## src/rtl/uart_bank_pkg.sv

```systemverilog
package uart_bank_pkg;

    localparam int ADDR_W = 3;

    // Shared address map; the selector lives at one fixed address in every bank.
    localparam logic [ADDR_W-1:0] SEL_ADDR   = 3'd3;
    localparam logic [ADDR_W-1:0] SCR_ADDR   = 3'd7;
    localparam logic [ADDR_W-1:0] RXLVL_ADDR = 3'd7;
    localparam logic [ADDR_W-1:0] TXLVL_ADDR = 3'd6;
    localparam logic [ADDR_W-1:0] DIVLO_ADDR = 3'd0;
    localparam logic [ADDR_W-1:0] DIVHI_ADDR = 3'd1;

    typedef enum logic [2:0] {
        ST_GENERAL  = 3'd0,
        ST_GEN_LVL  = 3'd1,
        ST_EXTRA1   = 3'd2,
        ST_EXTRA2   = 3'd3,
        ST_RESERVED = 3'd4
    } bank_state_t;

endpackage

```

## src/rtl/bank_sel_fsm.sv

```systemverilog
module bank_sel_fsm
    import uart_bank_pkg::*;
#(
    parameter int DATA_W = 8
) (
    input  logic              clk,
    input  logic              rst,
    input  logic              wr_en,
    input  logic [ADDR_W-1:0] addr,
    input  logic [DATA_W-1:0] wdata,
    output bank_state_t       state,
    output logic              scr_wr_ok,
    output logic              div_wr_ok,
    output logic              lvl_visible
);

    bank_state_t nxt_state;
    logic        sel_write;

    assign sel_write = wr_en && (addr == SEL_ADDR);

    // State register.
    always_ff @(posedge clk) begin
        if (rst) begin
            state <= ST_GENERAL;
        end else begin
            state <= nxt_state;
        end
    end

    // Next state: bank code wins over the level-enable bit.
    always_comb begin
        nxt_state = state;
        if (sel_write) begin
            unique case (wdata[2:1])
                2'b00:   nxt_state = wdata[0] ? ST_GEN_LVL : ST_GENERAL;
                2'b01:   nxt_state = ST_EXTRA1;
                2'b10:   nxt_state = ST_EXTRA2;
                default: nxt_state = ST_RESERVED;
            endcase
        end
    end

    // Decoded per-state enables.
    always_comb begin
        scr_wr_ok   = 1'b0;
        div_wr_ok   = 1'b0;
        lvl_visible = 1'b0;
        unique case (state)
            ST_GENERAL:  scr_wr_ok   = 1'b1;
            ST_GEN_LVL:  lvl_visible = 1'b1;
            ST_EXTRA1:   div_wr_ok   = 1'b1;
            ST_EXTRA2:   ;
            ST_RESERVED: ;
            default:     ;
        endcase
    end

endmodule

```

## src/rtl/bank_reg_store.sv

```systemverilog
module bank_reg_store
    import uart_bank_pkg::*;
#(
    parameter int DATA_W = 8,
    parameter int DIV_W  = 2 * DATA_W
) (
    input  logic              clk,
    input  logic              rst,
    input  logic              wr_en,
    input  logic [ADDR_W-1:0] addr,
    input  logic [DATA_W-1:0] wdata,
    input  logic              scr_wr_ok,
    input  logic              div_wr_ok,
    output logic [DATA_W-1:0] scratch,
    output logic [DIV_W-1:0]  divisor
);

    logic scr_we;
    logic lo_we;
    logic hi_we;

    assign scr_we = wr_en && scr_wr_ok && (addr == SCR_ADDR);
    assign lo_we  = wr_en && div_wr_ok && (addr == DIVLO_ADDR);
    assign hi_we  = wr_en && div_wr_ok && (addr == DIVHI_ADDR);

    always_ff @(posedge clk) begin
        if (rst) begin
            scratch <= '0;
        end else if (scr_we) begin
            scratch <= wdata;
        end
    end

    always_ff @(posedge clk) begin
        if (rst) begin
            divisor <= '0;
        end else begin
            if (lo_we) divisor[DATA_W-1:0]     <= wdata;
            if (hi_we) divisor[DIV_W-1:DATA_W] <= wdata;
        end
    end

endmodule

```

## src/rtl/bank_read_mux.sv

```systemverilog
module bank_read_mux
    import uart_bank_pkg::*;
#(
    parameter int DATA_W     = 8,
    parameter int DIV_W      = 2 * DATA_W,
    parameter int FIFO_DEPTH = 128,
    parameter int CNT_W      = $clog2(FIFO_DEPTH + 1)
) (
    input  logic              rd_en,
    input  logic [ADDR_W-1:0] addr,
    input  bank_state_t       state,
    input  logic [DATA_W-1:0] scratch,
    input  logic [DIV_W-1:0]  divisor,
    input  logic [CNT_W-1:0]  tx_free,
    input  logic [CNT_W-1:0]  rx_fill,
    output logic [DATA_W-1:0] rdata
);

    localparam logic [CNT_W-1:0] DEPTH_C = CNT_W'(FIFO_DEPTH);

    logic [CNT_W-1:0] tx_clamp;
    logic [CNT_W-1:0] rx_clamp;

    assign tx_clamp = (tx_free > DEPTH_C) ? DEPTH_C : tx_free;
    assign rx_clamp = (rx_fill > DEPTH_C) ? DEPTH_C : rx_fill;

    always_comb begin
        rdata = '0;
        if (rd_en) begin
            unique case (state)
                ST_GENERAL: begin
                    if (addr == SCR_ADDR) rdata = scratch;
                end
                ST_GEN_LVL: begin
                    if (addr == RXLVL_ADDR)      rdata = DATA_W'(rx_clamp);
                    else if (addr == TXLVL_ADDR) rdata = DATA_W'(tx_clamp);
                end
                ST_EXTRA1: begin
                    if (addr == DIVLO_ADDR)      rdata = divisor[DATA_W-1:0];
                    else if (addr == DIVHI_ADDR) rdata = divisor[DIV_W-1:DATA_W];
                end
                ST_EXTRA2:   rdata = '0;
                ST_RESERVED: rdata = '0;
                default:     rdata = '0;
            endcase
        end
    end

endmodule

```

## src/rtl/uart_bank_regs.sv

```systemverilog
module uart_bank_regs
    import uart_bank_pkg::*;
#(
    parameter int DATA_W     = 8,
    parameter int FIFO_DEPTH = 128,
    parameter int CNT_W      = $clog2(FIFO_DEPTH + 1),
    parameter int DIV_W      = 2 * DATA_W
) (
    input  logic              clk,
    input  logic              rst,
    input  logic [2:0]        addr,
    input  logic              wr_en,
    input  logic              rd_en,
    input  logic [DATA_W-1:0] wdata,
    output logic [DATA_W-1:0] rdata,
    input  logic [CNT_W-1:0]  tx_free,
    input  logic [CNT_W-1:0]  rx_fill,
    output logic [DIV_W-1:0]  divisor
);

    bank_state_t       state;
    logic              scr_wr_ok;
    logic              div_wr_ok;
    logic              lvl_visible;
    logic [DATA_W-1:0] scratch;

    bank_sel_fsm #(.DATA_W(DATA_W)) u_fsm (
        .clk         (clk),
        .rst         (rst),
        .wr_en       (wr_en),
        .addr        (addr),
        .wdata       (wdata),
        .state       (state),
        .scr_wr_ok   (scr_wr_ok),
        .div_wr_ok   (div_wr_ok),
        .lvl_visible (lvl_visible)
    );

    bank_reg_store #(.DATA_W(DATA_W), .DIV_W(DIV_W)) u_store (
        .clk       (clk),
        .rst       (rst),
        .wr_en     (wr_en),
        .addr      (addr),
        .wdata     (wdata),
        .scr_wr_ok (scr_wr_ok),
        .div_wr_ok (div_wr_ok),
        .scratch   (scratch),
        .divisor   (divisor)
    );

    bank_read_mux #(
        .DATA_W(DATA_W), .DIV_W(DIV_W), .FIFO_DEPTH(FIFO_DEPTH), .CNT_W(CNT_W)
    ) u_rmux (
        .rd_en   (rd_en),
        .addr    (addr),
        .state   (state),
        .scratch (scratch),
        .divisor (divisor),
        .tx_free (tx_free),
        .rx_fill (rx_fill),
        .rdata   (rdata)
    );

endmodule

```

## config.mk

```make
export PLATFORM = sky130hd
export DESIGN_NAME = uart_bank_regs
export DESIGN_NICKNAME = d
export VERILOG_FILES = /design/src/rtl/uart_bank_pkg.sv /design/src/rtl/bank_sel_fsm.sv /design/src/rtl/bank_reg_store.sv /design/src/rtl/bank_read_mux.sv /design/src/rtl/uart_bank_regs.sv
export SDC_FILE = /design/constraint.sdc
export NUM_CORES = 1
export LEC_CHECK = 0
export BUFFER_PORTS_ARGS = -buffer_cell sky130_fd_sc_hd__buf_2
export CORE_MARGIN = 2
export CORE_UTILIZATION = 25
export CTS_CLUSTER_SIZE = 8
export DETAILED_ROUTE_END_ITERATION = 16
export SYNTH_ARGS = -nofsm -noshare
export SYNTH_HDL_FRONTEND = slang
export SYNTH_SLANG_ARGS = --single-unit
```

## constraint.sdc

```tcl
create_clock -name clk -period 4.9 [get_ports clk]
set_clock_uncertainty 0.1 [all_clocks]
set_input_delay 1.47 -clock clk [delete_from_list [all_inputs] [get_ports clk]]
set_output_delay 1.47 -clock clk [all_outputs]
set_load 0.01 [all_outputs]
```

Word-level counts from Yosys, hierarchy flattened
Cells that the tools add are included.
{ "totals": {"register_bits": 27, "inputBits": 31, "out_inout_bits": 24, "wordCells": 36} }
{ "classes": {"n_lt_le_gt_ge": 2, "n_eq_ne": 8, "muxes": 13, "reduce_logical": 9} }
{ "ops": {"columns": ["operator", "count"], "rows": [
  ["$mux 8", 8],
  ["$pmux 8 s3", 1],
  ["$gt 8x8->1 const B", 2],
  ["$pmux 3 s3", 1],
  ["$eq 3x1->1 const B", 2],
  ["$eq 3x2->1 const B", 2],
  ["$eq 3x3->1 const B", 2],
  ["$logic_and 1x1->1", 6],
  ["$logic_not 3->1", 2],
  ["$mux 1", 3],
  ["$eq 2x1->1 const B", 1],
  ["$eq 2x2->1 const B", 1],
  ["$logic_not 2->1", 1]
]} }

Logic depth before layout (Yosys ltp)
Gate-level depths: netlist of run 1.
{ "logic_depth": {"ltp_word": 6, "depth_mapped": 6, "ltp_nobuf": 4} }

Hierarchy
A second synthesis of run 1 with hierarchy kept.
{ "hier_totals": {"hier_cells": 165, "hier_area_um2": 1645.3} }
{ "by_module_without_submodules": {"columns": ["module", "n_inst", "cells_each", "area_per_inst_um2", "seq_area_each_um2"], "rows": [
  ["bank_reg_store", 1, 90, 992.2, 480.5],
  ["bank_read_mux", 1, 56, 462.9, 0.0],
  ["bank_sel_fsm", 1, 19, 190.2, 60.1]
]} }

Worst setup path after synthesis of run 1
No wires, ideal clock.
{ "synth_timing": {"path_kind": "input-to-output", "from": "input port addr[0]", "to": "output port rdata[6]", "t_arrival_ns": 2.419, "t_required_ns": 3.330, "path_slack_ns": 0.911, "stages": 4, "n_path_buf": 1, "cell_sequence": "buf_6 -> or3b_2 -> a211oi_1 -> a211o_1"} }
{ "synth_via": {"elab_chain_len": 5, "elab_cells_between_ends": 11, "classes_between": "3 x eq/ne; 7 x mux; 1 x reduce/logical"} }
{ "synth_lines": {"columns": ["item", "line", "source"], "rows": [
  ["start, declared", "uart_bank_regs.sv:11", "input logic [2:0] addr,"],
  ["$eq 3x1->1 / $eq 3x3->1 (equally long branches)", "bank_read_mux.sv:40, bank_read_mux.sv:36", null],
  ["$mux 8, on equally long branches", "bank_read_mux.sv:40, bank_read_mux.sv:36", null],
  ["$mux 8, on equally long branches", "bank_read_mux.sv:39, bank_read_mux.sv:35", null],
  ["$pmux 8 s3 *", "bank_read_mux.sv:30", "unique case (state)"],
  ["$mux 8 *", "bank_read_mux.sv:29", "if (rd_en) begin"],
  ["end, declared", "uart_bank_regs.sv:15", "output logic [DATA_W-1:0] rdata,"]
]} }
Mark *: on every way between the ends. The rest lies on a longest branch, timed or not.

Worst setup path in the final report of run 1
Ends and elaborated chain as after synthesis.

==> impl_results.md, run 1 <==
* Width of the die at 85.59 microns
* Max-slew violation count at 0
* Clock latency on the worst-skew pair at 270 ps
* Ys Warns at 0
* DRC Markers at 0
* VDD IR max at approximately 0.11 mV
* Number of port buffers at 54
* Crit start category: input pin
* Status: completed
* Final Hold Fails at 0
* Leak at around 0.83 nW
* Post_cts resized at 0
* Via count of the first global-routing pass at around 1500
* R2R Path End: u_store.divisor[15]
* Commonest non-fill, non-tap cell in the layout: buf_2
* Syn Area/Cell at between 8 and 9 sq um
* Period utilisation layout at between 90% and 100%
* Worst Max-Slew Pin Slew at approximately 600 ps
* First-pass GRT wire length at roughly 7700 microns
* Cell variety after synth at 34
* Tmin final at about 4500 ps
* Via density at 5.032
* Worst EP required at roughly 3300 ps
* Height of the chip at ~86 microns
* Hpwl dp at roughly 3400 microns
* Sink Count at 27
* Placed insts at between 300 and 400
* Multi-input gate area at 1011 sq um
* # diodes at 0
* Clk slew on worst S/H paths at around 90 ps
* CTS Buffer Depth at 2
* CP endpoint kind: primary output
* DRT antenna net count at 0
* Total Wirelength at around 4800 microns
* PD cells at about 210 nW/um^2
* Setup repair after global routing missed its margin: false
* WL/cell at approximately 15 microns
* Async S/R FF share, synth at 0%
* Worst R2R Setup Slack at just under 3000 ps
* GPL Wtd Cong at 0.7896
* Starting DRT DRC Count at 67
* Setup Buffers After CTS at 0
* Initial Util at 26.06%
* CTS H-Tree Depth at 1
* Crit Path Max Fanout at 30
* Worst hold start: u_store.scratch[0]
* Share of post-route cells with drive strength above 1 at a little under a third
* Reg2reg path depth at 3
* Hold slack at 382.1 ps
* Gr usage total at a little over an eighth
* I/O pin cnt at between 50 and 60
* Layout fillers at 711
* Final Instance Area at 1979 sq um
* Hold Crit Depth at 2
* Num CTS Buffers at 3
* Rel. slew slack at approximately three fifths
* Crit Path Class: input pin to primary output
* Core box area at 6386 sq um
* Worst Hold Class: flip-flop to flip-flop
* Min-Delay Endpoint: u_store.scratch[0]
* Peak Freq at 0.2237 GHz
* Mapped Cells at between 150 and 200
* Die area at about 7300 sq um
* Mapped Area at between 1500 and 2000 sq um
* Routed vias at about 1600
* Overflow left after global routing at 0
* Initial antenna violation count at 0
* Seq/Total Area, Yosys at about a third
* Most frequent cells in the layout: buf_2 (54), dfxtp_1 (27), mux2i_1 (19)
* CTS tree: yes
* Critical path arrival at between 2000 and 3000 ps
* Nets at between 200 and 300
* Most used DFF post-synth: dfxtp_1
* Finished Layout Cells at a little over 300
* Mapped Nets at ~220
* Area Overhead vs Synth at 18.95%
* EDFF count, synth at 0
* Final setup vio count at 0
* Fin util at 31.00%
* TritonRoute pass-1 iters at 5
* Maxcap violations at 0
* CTS root buf: clkbuf_8
* Dpl cell area at 1933 sq um
* Register area at ~540 sq um
* Yosys reg bits at 27
* Largest net degree at the start of global routing at 36
* Setup TNS at 0 ps
* FP Rows at 29
* Post-CTS Hold Buffers at 0
* RR Startpoint: u_fsm.state[0]
critical path, cell delays in order:
cell and delay (ps):
buf_2 290, or3b_2 530, a211oi_1 320, a211o_1 160, buf_2 120
worst max-delay path by stage:
stage                       start       end  slack (ps)  cells after the start
after floorplan           addr[0]  rdata[6]         910                      4
after global placement    addr[0]  rdata[6]         470                      5
after detailed placement  addr[0]  rdata[6]         450                      5
after CTS                 addr[0]  rdata[6]         450                      5
after global routing      addr[0]  rdata[0]         240                      5
final                     addr[0]  rdata[6]         430                      5
logic make-up after synthesis:
group / share of synthesized area, %
muxes: 11.43
and+or+nand+nor: 30.23
AOI/OAI and AO/OA: 17.59
adders and majority gates: 1.504
buffers and inverters: 6.766
DFF: 32.48
synth_stat cells (3+ instances only):
cell type	instances	area share, %
nand3_1	8	2.4
clkbuf_1	4	0.90
buf_2	3	0.90
nand2b_1	16	6.0
dfxtp_1	27	32
nand4_1	8	3.0
a21oi_1	16	4.8
nor3_1	10	3.0
or3b_2	7	3.7
a211o_1	7	3.7
nor2_1	3	0.68
o21ai_0	16	4.8
buf_6	5	3.4
a211oi_1	7	3.2
buf_1	3	0.68
nand3b_1	8	3.6
mux2i_1	19	11
metal layers:
layer	vias to the layer above	wire, microns	track usage (%)	share of wire (%)
met2	47	2022	19.53	42
li1	791	-	-	-
met1	715	2474	20.01	52
met5	-	0	0	0
met3	2	260	1.925	5.4
met4	0	15	2.165	0.31
power by group:
group          total (mW)  internal (mW)  switching, mW
clock network       0.128         0.0570         0.0709
registers           0.223          0.221        0.00159
logic              0.0580         0.0236         0.0344
final cells by class:
type                            count  area share (%)
Inverter                            2          0.3793
Multi-Input combinational cell    144           51.07
Timing Repair Buffer               55           14.03
Clock inverter                      1          0.2528
Sequential cell                    27           27.31
Tap cell                           77           4.867
Clock buffer                        3           2.086
through the flow:
step	power (mW)	setup slack, ps
CTS	0.4141	448.6
global route	0.4298	238.9
finish	0.4089	429.9
detailed placement	0.2855	450.1
global placement	0.2850	471.3
floorplan	0.2633	910.6
sequential cells by signal, summed over array words and instances, names as in the netlist:
register	count
u_store.divisor	16
u_store.scratch	8
u_fsm.state	3
Note: power is estimated with default switching activity, not from simulation.
==> run 2, diff against run 1 <==
Settings changed: CORE_MARGIN 2 to 1.5, SYNTH_HIERARCHICAL from default to 1.
==> run 2 against run 1 <==
Sequential share of layout area is 0.46 points lower. Hold slack better by 6.8 ps. Combinational power fell by 3.8%. Global-route usage up 0.061 points. Flip-flop and latch count stayed put. Clock-buffer cell count rose by 1. Die area decreased by 3.7%. Power about the same. Non-clock buffer count rose by 1. Worst setup slack lost 7.5 ps. Largest cell class unchanged. Largest power group unchanged.
==> impl_results.md, run 2 <==
* Status: completed (unchanged)
* Starting DRT DRC Count at 68 (was 67)
* Initial Util at 25.83% (was 26.06%)
* Hold Crit Depth at 2 (unchanged)
* Core box area at 6350 sq um (was 6386 sq um)
* Crit Path Class: input pin to primary output (unchanged)
* Rel. slew slack at 61.16% (was 60.72%)
* Mapped Nets at 197 (was 222)
* Initial antenna violation count at 0 (unchanged)
* Setup Buffers After CTS at 0 (unchanged)
* Hpwl dp at 3283 microns (was 3449 microns)
* CTS root buf: clkbuf_8 (unchanged)
* WL/cell at 15.58 microns (was 15.45 microns)
* Fin util at 31.70% (was 31.00%)
* Seq pwr share at 54.6% (was 54.5%)
* Max-slew violation count at 0 (unchanged)
* Setup repair after global routing missed its margin: false (unchanged)
* DRC Markers at 0 (unchanged)
* Switching part of the total power at 25.13% (was 26.15%)
* Tmin final at 4478 ps (was 4470 ps)
* Area Overhead vs Synth at 22.73% (was 18.95%)
* Total Wirelength at 4564 microns (was 4773 microns)
* I/O pin cnt at 55 (unchanged)
* Worst EP required at 3330 ps (about the same)
* VDD IR max at 0.09219 mV (was 0.1060 mV)
* Via count of the first global-routing pass at 1425 (was 1509)
* Clock latency on the worst-skew pair at 270 ps (about the same)
* Commonest non-fill, non-tap cell in the layout: buf_2 (unchanged)
* Pwr Total at 0.4090 mW (was 0.4089 mW)
* Post-CTS Hold Buffers at 0 (unchanged)
* Share of post-route cells with drive strength above 1 at 33.33% (was 31.03%)
* Num CTS Buffers at 3 (unchanged)
* CP endpoint kind: primary output (unchanged)
* Setup TNS at 0 ps (unchanged)
* Clock Power Share at 31.8% (was 31.3%)
* Final Hold Fails at 0 (unchanged)
* Crit start category: input pin (unchanged)
* DRT antenna net count at 0 (unchanged)
* Leak at 0.9980 nW (was 0.8302 nW)
* Final setup vio count at 0 (unchanged)
* Layout fillers at 669 (was 711)
* Via density at 4.761 (was 5.032)
* Clk slew on worst S/H paths at 90 ps (about the same)
* Height of the chip at 84 microns (was 85.59 microns)
* Width of the die at 84 microns (was 85.59 microns)
* Sink Count at 27 (unchanged)
* CTS H-Tree Depth at 1 (unchanged)
* Largest register FFs at 16 (unchanged)
* Syn Area/Cell at 10.00 sq um (was 8.805 sq um)
* Largest net degree at the start of global routing at 36 (unchanged)
* FP Rows at 29 (unchanged)
* Internal Pwr Total at 0.3062 mW (was 0.3020 mW)
* Reg with most FFs: u_store/divisor (was u_store.divisor)
* Mapped Area at 1640 sq um (was 1664 sq um)
* Gr usage total at 13.12% (was 13.05%)
* CTS Buffer Depth at 2 (unchanged)
* Routed vias at 1395 (was 1555)
* Nets at 250 (was 266)
* # diodes at 0 (unchanged)
* Overflow left after global routing at 0 (unchanged)
* Number of port buffers at 54 (unchanged)
* Worst Max-Slew Pin Slew at 582.5 ps (was 589.2 ps)
* First-pass GRT wire length at 7362 microns (was 7741 microns)
* Reg2reg path depth at 4 (was 3)
* PD cells at 203.2 nW/um^2 (was 206.6 nW/um^2)
* Combinational share of power at 13.7% (was 14.2%)
* Mapped Cells at 164 (was 189)
* Maxcap violations at 0 (unchanged)
* Post_cts resized at 0 (unchanged)
* Net load switching power at 0.1028 mW (was 0.1069 mW)
* Die area at 7056 sq um (was 7325 sq um)
* Ys Warns at 6 (was 0)
* CTS tree: yes (unchanged)
* Top flop regs: u_store/divisor (16), u_store/scratch (8), u_fsm/state (3) (was u_store.divisor (16), u_store.scratch (8), u_fsm.state (3))
* TritonRoute pass-1 iters at 4 (was 5)
* Period utilisation layout at 91.38% (was 91.23%)
* Most frequent cells in the layout: buf_2 (54), mux2i_1 (34), nand2b_1 (34) (was buf_2 (54), dfxtp_1 (27), mux2i_1 (19))
* Peak Freq at 0.2233 GHz (was 0.2237 GHz)
* Crit Path Max Fanout at 29 (was 30)
* Critical path arrival at 2910 ps (was 2900 ps)
* GPL Wtd Cong at 0.7534 (was 0.7896)
* Worst Hold Class: flip-flop to flip-flop (unchanged)
run 2: changes by cell type in the layout (fill, tap and decap cells not counted), sizes merged, moves of 3 or more:
cell,delta
a21oi,-16
mux2i,+15
nand2b,+18
nand3,-7
nand4,-8
o21ai,-16
or3b,-3
run 2: metal layers:
layer,share of wire [%],up-vias,global-route usage [%]
li1,-,697,-
met1,49,663,18.54
met2,47,33,20.82
met3,3.5,2,1.978
met4,0.42,0,3.428
met5,0,-,0
run 2: layout make-up:
| cell class | instances | area [sq um] | area share [%] |
|---|---|---|---|
| Sequential cell | 27 | 540.5 | 26.85 |
| Clock buffer | 4 | 45.04 | 2.237 |
| Timing Repair Buffer | 56 | 285.3 | 14.17 |
| Inverter | 4 | 15.01 | 0.7458 |
| Multi-Input combinational cell | 125 | 1031 | 51.21 |
| Tap cell | 77 | 96.34 | 4.786 |
run 2: through the flow:
step / area (sq um) / worst slack [ps] / hold slack (ps) / std cells
finish: 2013 / 422.4 / 388.9 / 293
global placement: 1968 / 390.5 / 364.4 / 289
global route: 2013 / 291.6 / 402.9 / 293
detailed placement: 1968 / 398.8 / 368.4 / 289
floorplan: 1640 / 878.2 / 352.7 / 164
CTS: 2013 / 398.9 / 387.3 / 293
run 2: final timing paths:
check / endpoint / slack [ps] / startpoint
setup reg to reg: u_store/divisor[2] / 3190 / u_fsm/state[0]
hold reg to reg: u_store/scratch[6] / 390 / u_store/scratch[6]
hold / removal: u_store/scratch[6] / 390 / u_store/scratch[6]
setup / recovery: rdata[7] / 420 / addr[0]
run 2: critical path: stages:
cell and delay, ps:
buf_2 460, nor4b_4 580, a221o_1 250, buf_2 130
run 2: power groups by stage:
stage	registers (mW)	logic (mW)	clock network (mW)
2_1_floorplan	0.228	0.0314	0
3_3_place_gp	0.228	0.0557	0
3_5_place_dp	0.228	0.0560	0
4_1_cts	0.223	0.0562	0.133
5_1_grt	0.224	0.0616	0.144
6_report	0.223	0.0558	0.130
==> run 3, diff against run 2 <==
Settings changed: BUFFER_PORTS_ARGS -buffer_cell sky130_fd_sc_hd__buf_2 to default, DONT_BUFFER_PORTS from default to 1, MAX_ROUTING_LAYER from default to met4.
==> run 3 against run 2 <==
Clock-buffer cell count is the same. Register-to-register slack is essentially flat. Critical path type unchanged. Non-clock buffer count decreased by 56. Combinational power is 46% lower. Die area did not move. Hold slack worse by 2.1 ps. Flip-flop and latch count stayed put. Fmax grew 5.8%. Sequential share of layout area grew 4.4 points. Via count shrank 14%. Core utilization down 4.5 points. Final area down 14%.
==> impl_results.md, run 3 (synthesized netlist as in run 2, its figures left out) <==
* Status: completed (unchanged)
* Layout fillers at 676 (was 669)
* Crit start category: input pin (unchanged)
* Crit Path Class: input pin to primary output (unchanged)
* Via density at 5.046 (was 4.761)
* Starting DRT DRC Count at 43 (was 68)
* Period utilisation layout at 86.37% (was 91.38%)
* Combinational share of power at 7.8% (was 13.7%)
* Maxcap violations at 0 (unchanged)
* Clk slew on worst S/H paths at 90 ps (about the same)
* Nets at 194 (was 250)
* CTS H-Tree Depth at 1 (unchanged)
* Max-slew violation count at 0 (unchanged)
* CTS tree: yes (unchanged)
* Net load switching power at 0.08793 mW (was 0.1028 mW)
* Worst EP required at 3330 ps (about the same)
* Area Overhead vs Synth at 5.340% (was 22.73%)
* Worst Max-Slew Pin Slew at 532.4 ps (was 582.5 ps)
* Worst R2R Setup Slack at 3200 ps (was 3190 ps)
* DRC Markers at 0 (unchanged)
* Share of post-route cells with drive strength above 1 at 10.00% (was 33.33%)
* FP Rows at 29 (unchanged)
* # diodes at 0 (unchanged)
* Overflow left after global routing at 0 (unchanged)
* Core box area at 6350 sq um (unchanged)
* R2R Path End: u_store/divisor[1] (was u_store/divisor[2])
* Hpwl dp at 3278 microns (was 3283 microns)
* Crit Path Max Fanout at 9 (was 29)
* VDD IR max at 0.08668 mV (was 0.09219 mV)
* Worst Hold Class: flip-flop to flip-flop (unchanged)
* Via count of the first global-routing pass at 1244 (was 1425)
* RR Startpoint: u_fsm/state[0] (unchanged)
* CTS root buf: clkbuf_8 (unchanged)
* Seq pwr share at 58.1% (was 54.6%)
* Critical path arrival at 2660 ps (was 2910 ps)
* Most frequent cells in the layout: mux2i_1 (34), nand2b_1 (34), dfxtp_1 (27) (was buf_2 (54), mux2i_1 (34), nand2b_1 (34))
* Hold Crit Depth at 2 (unchanged)
* Setup TNS at 0 ps (unchanged)
* Initial Util at 25.83% (unchanged)
* GRT Max-Usage Layer: met2 (unchanged)
* Met3 usage at 2.572% (was 1.978%)
* Largest register FFs at 16 (unchanged)
* Pwr Total at 0.3847 mW (was 0.4090 mW)
* CTS Buffer Depth at 2 (unchanged)
* Reg with most FFs: u_store/divisor (unchanged)
* Sink Count at 27 (unchanged)
* Fin worst setup slack at 667.7 ps (was 422.4 ps)
* Rel. slew slack at 64.36% (was 61.16%)
* WL/cell at 18.40 microns (was 15.58 microns)
* Final setup vio count at 0 (unchanged)
* Min-Delay Endpoint: u_store/scratch[4] (was u_store/scratch[6])
* PD cells at 222.6 nW/um^2 (was 203.2 nW/um^2)
* First-pass GRT wire length at 6989 microns (was 7362 microns)
* Internal Pwr Total at 0.2967 mW (was 0.3062 mW)
* Setup Buffers After CTS at 0 (unchanged)
* Switching part of the total power at 22.86% (was 25.13%)
* Setup repair after global routing missed its margin: false (unchanged)
* Gr usage total at 13.04% (was 13.12%)
* Final Hold Fails at 0 (unchanged)
* Clock latency on the worst-skew pair at 270 ps (about the same)
* Die area at 7056 sq um (unchanged)
* Height of the chip at 84 microns (unchanged)
* Top flop regs: u_store/divisor (16), u_store/scratch (8), u_fsm/state (3) (unchanged)
* Leak at 0.7364 nW (was 0.9980 nW)
* Post_cts resized at 0 (unchanged)
* Peak Freq at 0.2363 GHz (was 0.2233 GHz)
* Post-CTS Hold Buffers at 0 (unchanged)
* Total Wirelength at 4361 microns (was 4564 microns)
* GR Layer Usage met1 at 17.64% (was 18.54%)
* Num CTS Buffers at 3 (unchanged)
* Number of port buffers at 0 (was 54)
* GPL Wtd Cong at 0.7600 (was 0.7534)
* Width of the die at 84 microns (unchanged)
* Worst hold start: u_store/scratch[4] (was u_store/scratch[6])
* Pre-CTS setup slack at 663.0 ps (was 398.8 ps)
* I/O pin cnt at 55 (unchanged)
* Final Instance Area at 1728 sq um (was 2013 sq um)
* Tmin final at 4232 ps (was 4478 ps)
* Routed vias at 1196 (was 1395)
* Largest net degree at the start of global routing at 36 (unchanged)
* Dpl cell area at 1683 sq um (was 1968 sq um)
* TritonRoute pass-1 iters at 4 (unchanged)
* CP endpoint kind: primary output (unchanged)
* Reg2reg path depth at 4 (unchanged)
* Clock Power Share at 34.1% (was 31.8%)
* DRT antenna net count at 0 (unchanged)
* GR met2 Demand/Resource at 19.87% (was 20.82%)
* Initial antenna violation count at 0 (unchanged)
## run 3: changes by cell type in the layout (fill, tap and decap cells not counted), sizes merged
cell	delta
buf	-56
## run 3: power by group through the flow
stage,registers [mW],clock network (mW),logic (mW)
2_1_floorplan,0.228,0,0.0314
3_3_place_gp,0.228,0,0.0298
3_5_place_dp,0.228,0,0.0302
4_1_cts,0.223,0.135,0.0304
5_1_grt,0.224,0.146,0.0330
6_report,0.223,0.131,0.0302
## run 3: routing by layer
metal	part of all wire, %	routed length [microns]
met1	48	2092
met2	45	1976
met3	5.5	238
met5	0	0
met4	1.2	54
## run 3: critical path, cell delays in order
cell	delay, ps
nand2b_1	250
nor4b_4	610
a221o_1	330
## run 3: how the worst max path moves through the flow
stage	start	endpoint	slack, ps	depth (start not counted)
floorplan	addr[2]	rdata[0]	880	4
global placement	rd_en	rdata[7]	690	3
detailed placement	rd_en	rdata[7]	660	3
CTS	addr[2]	rdata[7]	660	3
global route	addr[2]	rdata[7]	520	3
finish	rd_en	rdata[7]	670	3
## run 3: cell type report
| class | count | area [sq um] | share of cell area, % |
|---|---|---|---|
| multi-input combinational | 125 | 1031 | 59.67 |
| tap | 77 | 96.34 | 5.576 |
| inverter | 4 | 15.01 | 0.8689 |
| sequential | 27 | 540.5 | 31.28 |
| clock buffer | 4 | 45.04 | 2.607 |
## run 3: through the flow
step / std cells / hold slack (ps) / util, %
2_1_floorplan: 164 / 352.7 / -
3_3_place_gp: 233 / 364.0 / 26.50
3_5_place_dp: 233 / 369.3 / 26.50
4_1_cts: 237 / 388.9 / 27.21
5_1_grt: 237 / 405.7 / 27.21
6_report: 237 / 386.8 / 27.21
